File: src/rtl/pwc_pkg.sv
package pwc_pkg;

  typedef enum logic [1:0] {
    MODE_TIMER   = 2'd0,
    MODE_RELOAD  = 2'd1,
    MODE_MEASURE = 2'd2,
    MODE_HOLD    = 2'd3
  } mode_e;

  typedef enum logic [1:0] {
    ST_WAIT = 2'd0,
    ST_MEAS = 2'd1,
    ST_IDLE = 2'd2
  } mst_e;

  // log2 of the prescaler divide ratio for each clk_sel code
  localparam int unsigned DIV_LOG2 [4] = '{0, 2, 4, 5};
  localparam int unsigned PRE_W = 5;

endpackage

File: src/rtl/pwc_prescaler.sv
module pwc_prescaler
  import pwc_pkg::*;
#(
  parameter int W = PRE_W
) (
  input  logic       clk,
  input  logic       rst_n,
  input  logic       run,
  input  logic [1:0] sel,
  output logic       tick
);

  logic [W-1:0] pcnt;
  logic [W-1:0] mask;

  always_comb begin
    mask = W'((32'd1 << DIV_LOG2[sel]) - 32'd1);
    tick = run && ((pcnt & mask) == '0);
  end

  always_ff @(posedge clk or negedge rst_n) begin
    if (!rst_n)      pcnt <= '0;
    else if (!run)   pcnt <= '0;
    else             pcnt <= pcnt + 1'b1;
  end

endmodule

File: src/rtl/pwc_edge_sync.sv
module pwc_edge_sync #(
  parameter int STAGES = 2
) (
  input  logic clk,
  input  logic rst_n,
  input  logic pin,
  output logic rise,
  output logic fall
);

  // chain[STAGES-1] is the synchronized level, chain[STAGES] its history
  logic [STAGES:0] chain;

  always_ff @(posedge clk or negedge rst_n) begin
    if (!rst_n) chain <= '0;
    else        chain <= {chain[STAGES-1:0], pin};
  end

  always_comb begin
    rise = chain[STAGES-1] & ~chain[STAGES];
    fall = ~chain[STAGES-1] & chain[STAGES];
  end

endmodule

File: src/rtl/pwc_engine.sv
module pwc_engine
  import pwc_pkg::*;
#(
  parameter int CNT_W = 8
) (
  input  logic             clk,
  input  logic             rst_n,
  input  logic             run,
  input  logic             tick,
  input  logic [1:0]       mode,
  input  logic [1:0]       win,
  input  logic             cont,
  input  logic             arm,
  input  logic             rise,
  input  logic             fall,
  input  logic [CNT_W-1:0] reload_val,
  output logic             wave,
  output logic             ovf,
  output logic             cap_evt,
  output logic [CNT_W-1:0] cap_val
);

  localparam logic [CNT_W-1:0] CNT_MAX = '1;

  logic [CNT_W-1:0] cnt;
  logic [CNT_W-1:0] cnt_sat;
  logic             at_max;
  logic             open_e;
  logic             close_e;
  logic             period_win;
  mst_e             st;

  always_comb begin
    at_max     = (cnt == CNT_MAX);
    cnt_sat    = at_max ? CNT_MAX : cnt + 1'b1;
    period_win = win[1];
    case (win)
      2'd0:    begin open_e = rise; close_e = fall; end
      2'd1:    begin open_e = fall; close_e = rise; end
      2'd2:    begin open_e = rise; close_e = rise; end
      default: begin open_e = fall; close_e = fall; end
    endcase
    cap_evt = run && (mode == MODE_MEASURE) && (st == ST_MEAS) && close_e;
    cap_val = tick ? cnt_sat : cnt;
  end

  always_ff @(posedge clk or negedge rst_n) begin
    if (!rst_n) begin
      cnt  <= '0;
      st   <= ST_WAIT;
      wave <= 1'b0;
      ovf  <= 1'b0;
    end else if (!run) begin
      cnt  <= '0;
      st   <= ST_WAIT;
      wave <= 1'b0;
      ovf  <= 1'b0;
    end else begin
      case (mode)
        MODE_TIMER: begin
          wave <= tick && at_max;
          if (tick) begin
            cnt <= cnt + 1'b1;
            if (at_max) ovf <= 1'b1;
          end
        end
        MODE_RELOAD: begin
          if (tick) begin
            if (cnt == reload_val) begin
              cnt  <= '0;
              wave <= ~wave;
            end else begin
              cnt <= cnt + 1'b1;
            end
          end
        end
        MODE_MEASURE: begin
          wave <= 1'b0;
          case (st)
            ST_WAIT: begin
              if (open_e) begin
                cnt <= '0;
                st  <= ST_MEAS;
              end
            end
            ST_MEAS: begin
              if (tick && at_max) ovf <= 1'b1;
              if (close_e) begin
                cnt <= '0;
                if (!cont)            st <= ST_IDLE;
                else if (!period_win) st <= ST_WAIT;
              end else if (tick) begin
                cnt <= cnt_sat;
              end
            end
            ST_IDLE: begin
              if (arm) st <= ST_WAIT;
            end
            default: st <= ST_WAIT;
          endcase
        end
        default: ;
      endcase
    end
  end

endmodule

File: src/rtl/pwc_cap_port.sv
module pwc_cap_port #(
  parameter int W = 8
) (
  input  logic         clk,
  input  logic         rst_n,
  input  logic         evt,
  input  logic [W-1:0] val,
  input  logic         ready,
  output logic         valid,
  output logic [W-1:0] data,
  output logic         done
);

  logic load;

  assign load = evt && (!valid || ready);

  always_ff @(posedge clk or negedge rst_n) begin
    if (!rst_n) begin
      valid <= 1'b0;
      data  <= '0;
      done  <= 1'b0;
    end else begin
      done <= load;
      if (load) begin
        valid <= 1'b1;
        data  <= val;
      end else if (valid && ready) begin
        valid <= 1'b0;
      end
    end
  end

endmodule

File: src/rtl/pwc_timer.sv
module pwc_timer
  import pwc_pkg::*;
#(
  parameter int CNT_W       = 8,
  parameter int SYNC_STAGES = 2
) (
  input  logic             clk,
  input  logic             rst_n,
  input  logic             run,
  input  logic [1:0]       mode,
  input  logic [1:0]       clk_sel,
  input  logic [1:0]       win_sel,
  input  logic             cont,
  input  logic             arm,
  input  logic [CNT_W-1:0] reload_val,
  input  logic             pin_in,
  output logic             wave_out,
  output logic             ovf_flag,
  output logic             cap_valid,
  input  logic             cap_ready,
  output logic [CNT_W-1:0] cap_data,
  output logic             done
);

  logic             tick;
  logic             rise;
  logic             fall;
  logic             cap_evt;
  logic [CNT_W-1:0] cap_val;

  pwc_prescaler #(.W(PRE_W)) u_pre (
    .clk   (clk),
    .rst_n (rst_n),
    .run   (run),
    .sel   (clk_sel),
    .tick  (tick)
  );

  pwc_edge_sync #(.STAGES(SYNC_STAGES)) u_sync (
    .clk   (clk),
    .rst_n (rst_n),
    .pin   (pin_in),
    .rise  (rise),
    .fall  (fall)
  );

  pwc_engine #(.CNT_W(CNT_W)) u_eng (
    .clk        (clk),
    .rst_n      (rst_n),
    .run        (run),
    .tick       (tick),
    .mode       (mode),
    .win        (win_sel),
    .cont       (cont),
    .arm        (arm),
    .rise       (rise),
    .fall       (fall),
    .reload_val (reload_val),
    .wave       (wave_out),
    .ovf        (ovf_flag),
    .cap_evt    (cap_evt),
    .cap_val    (cap_val)
  );

  pwc_cap_port #(.W(CNT_W)) u_cap (
    .clk   (clk),
    .rst_n (rst_n),
    .evt   (cap_evt),
    .val   (cap_val),
    .ready (cap_ready),
    .valid (cap_valid),
    .data  (cap_data),
    .done  (done)
  );

endmodule

File: config.mk
export PLATFORM = sky130hd
export DESIGN_NAME = pwc_timer
export DESIGN_NICKNAME = d
export VERILOG_FILES = /design/src/rtl/pwc_pkg.sv /design/src/rtl/pwc_prescaler.sv /design/src/rtl/pwc_edge_sync.sv /design/src/rtl/pwc_engine.sv /design/src/rtl/pwc_cap_port.sv /design/src/rtl/pwc_timer.sv
export SDC_FILE = /design/constraint.sdc
export NUM_CORES = 1
export LEC_CHECK = 0
export ABC_AREA = 1
export BUFFER_PORTS_ARGS = -buffer_cell sky130_fd_sc_hd__buf_2
export CAP_MARGIN = 5
export CORE_MARGIN = 4
export CORE_UTILIZATION = 30
export CTS_BUF_LIST = sky130_fd_sc_hd__clkbuf_2 sky130_fd_sc_hd__clkbuf_4 sky130_fd_sc_hd__clkbuf_8
export DETAILED_ROUTE_END_ITERATION = 10
export PLACE_DENSITY_LB_ADDON = 0.2
export SLEW_MARGIN = 20
export SYNTH_ARGS = -nofsm -noshare
export SYNTH_HDL_FRONTEND = slang
export SYNTH_SLANG_ARGS = --single-unit
File: constraint.sdc
create_clock -name clk -period 3.25 [get_ports clk]
set_clock_uncertainty 0.2 [all_clocks]
set_input_delay 0.1625 -clock clk [delete_from_list [all_inputs] [get_ports clk]]
set_output_delay 0.1625 -clock clk [all_outputs]
set_load 0.02 [all_outputs]
==> results.md <==
* Fin worst setup slack at around 1.2 ns
* Number of placement rows at 29
* Final Util at 37.5%
* Place WS at 1.22 ns
* Worst R2R Setup Slack at 1.34 ns
* Slew @ Worst Pin at between 0.7 and 0.8 ns
* RSZ-0062 raised after global routing: no
* CP Launch Type: input pin
* Main synth FF type: dfrtp_1
* Slowest stage cell on the critical path: dlygate4sd3_1
* CP max stage delay at about 0.52 ns
* YS warnings at 0
* Cell with the most instances after synthesis: nand2_1
* Routability cong. at between 0.8 and 0.9
* Syn_nets at ~330
* Clock sinks at 30
* Final setup violating endpoints at 0
* Post-synth EDFFs at 0
* Clock transition at the registers of the reported paths at 0.06 ns
* F_max at just under 500 MHz
* Maximum clock path buffer count at 2
* Die area at ~0.0081 mm2
* DP HPWL at 3700 um
* GRT overflow at 0
* CTS Buf Count at 5
* Num ports at 33
* Max FO, Critical Path at 11
* Worst Setup SP: run
* CP Class: input pin to flop
* Clock Root Buffer: clkbuf_8
* DRT Pass-1 Iters at 4
* Ant. Diodes at 0
* Worst-Skew Late Latency at around 0.28 ns
* Via density at about 4.5
* Synth cell types at 24
* Die W at ~90 um
* Status: complete, no violations
* Crit path to: u_eng.cnt[4]
* Post-route ant nets at 0
* Synth Register Bits at 30
* Worst EP required at between 3 and 4 ns
* Fraction of layout cells with a size suffix above 1 at between 10% and 20%
* Final period util at a little under two thirds
* Setup crit end kind: flop
* TritonCTS clock tree: built
* Vias in the first global route at between 1500 and 2000
* CTS-repair resized insts at 0
* Slew Viols, Final at 0
* Mapped Area at slightly above 0.002 mm2
* Total wire length at between 4000 and 5000 um
* Reg2reg path depth at 10
* Max Cap Viol at 0
* Crit-path cells: dlygate4sd3_1, buf_2, nand3_1, nand2_1, nand2_2, nand2_1, nand2_1, nor2_1, nand2_1, nand2_1, nand2_1
* Synth area leader: dfrtp_1
* Initial antenna violation count at 0
* Die H at roughly 90 um
* Starting Density at about a third
* PortBufs at 32
* VDD IR max at ~0.00017 V
* Worst path most repeated cell: nand2_1
* Minimum clock period at slightly above 2 ns
* Largest net degree at the start of global routing at 31
* H-tree depth at 2
* Setup TNS at 0 ns
* GRT Util Overall at 12.4%
* RR Endpoint: u_eng.cnt[4]
* Area Growth Syn to Fin at 19.3%
* DRT iter0 DRCs at between 100 and 150
* Avg Cell Area, Syn at between 6 and 7 um2
* Drc violations at 0
* Nets at around 370
* Yosys top cell area share at between 30% and 40%
* First-pass GRT wire length at between 8000 and 9000 um
* CP arrival at 2.03 ns
* Post-synth ARST share at 100%
* Post-synthesis cell count at between 200 and 300
* Routed wire length per instance at ~11 um
* Ranking of synthesized cells by area: dfrtp_1, nand2_1, nand3_1
* Via Count at about 1900
* PD cells at slightly below 500 mW/mm2
* Final hold violation count at 0
* Fill cells at around 700
* Max_slew headroom at between 50 and 60%
* Hold Startpoint: u_sync.chain[0]
* Seq/Total Area, Yosys at 37.0%
* Core Region at around 0.0065 mm2
* RR Startpoint: u_pre.pcnt[2]
* Leakage at between 1 and 1.5 nW
* Top cells by count, synth: nand2_1, inv_1, nand3_1, dfrtp_1, nor2_1
* Hold crit path type: flop to flop
==> worst min-delay path by stage <==
stage                                  to  slack (ns)  depth (start not counted)
after floorplan             u_cap.data[0]       -0.33                          0
after global placement    u_sync.chain[1]        0.06                          1
after CTS                 u_sync.chain[1]        0.15                          0
after detailed placement  u_sync.chain[1]        0.06                          1
final                     u_sync.chain[1]        0.15                          0
after global routing      u_sync.chain[1]        0.16                          0
==> metrics by stage <==
stage	power (mW)	hold slack, ns	instance area, um2	cells
final	1.20	0.149	2420	416
after global routing	1.29	0.158	2420	416
after CTS	1.22	0.154	2420	416
after detailed placement	0.824	0.0640	2260	404
after global placement	0.824	0.0633	2260	404
after floorplan	0.719	-0.333	2030	298
==> cell usage in the layout, fill, tap and decap left out <==
cell type	instances
nand4_1	2
xor2_1	5
o21ai_0	8
a21oi_4	1
nand3_2	2
nand3_1	34
o21ai_2	1
nor3_1	2
nor2_2	1
nand2_1	116
bufinv_16	1
nor2_4	4
a31oi_1	1
nand2_2	4
nor2_1	29
dfrtp_1	30
ha_1	7
clkbuf_8	6
xnor2_1	5
nor3_2	1
dlygate4sd3_1	5
buf_2	32
inv_2	5
inv_1	35
o22ai_1	1
or2_1	1
==> routing by layer <==
layer,up-vias,part of all wire [%],global-route usage [%]
met5,-,0,0
met4,0,1.4,4.21
met3,9,3.7,3.17
met2,31,41,17.9
met1,811,54,18.0
li1,1005,-,-
==> sequential cells by signal, indices dropped and copies added, names as in the netlist <==
name and count:
u_eng.ovf 1, u_eng.wave 1, u_eng.st 2, u_pre.pcnt 5
u_eng.cnt 8, u_cap.valid 1, u_cap.data 8, u_sync.chain 3
u_cap.done 1
==> cell type report <==
| cell class | instances | area, um2 | share of cell area, % |
|---|---|---|---|
| Tap cell | 77 | 96.3 | 3.98 |
| Timing Repair Buffer | 37 | 210 | 8.68 |
| Clock buffer | 6 | 82.6 | 3.41 |
| Multi-Input combinational cell | 225 | 1100 | 45.5 |
| Sequential cell | 30 | 751 | 31.0 |
| Clock inverter | 1 | 30.0 | 1.24 |
| Inverter | 40 | 150 | 6.20 |
==> report_power, final <==
group	switching, mW	total, mW	leakage [nW]	internal, mW
combinational	0.222	0.342	0.897	0.120
clock	0.137	0.382	0.0573	0.245
sequential	0.0483	0.477	0.400	0.429
total	0.407	1.20	1.35	0.794
==> worst max-delay path: cells and delay by family <==
kind,cells,cell delay [ns]
buf+inv,2,0.75
simple gates,9,1.11
==> cell families (layout without fill, tap and decap cells) <==
logic type / after synthesis / in the layout / share of synthesized area (%)
and+or+nand+nor: 196 / 196 / 41.8
buffers and inverters: 43 / 84 / 8.75
DFF: 30 / 30 / 37.0
AOI/OAI and AO/OA: 12 / 12 / 3.82
xor gates and xnor gates: 10 / 10 / 4.31
adders and majority gates: 7 / 7 / 4.31
==> what timing repair did <==
action | 4_1_cts | 5_1_grt
hold buffers | 5 | 0
hold endpoints to repair | 34 | 0
setup buffers | 0 | 0
Note: power is estimated with default switching activity, not from simulation.
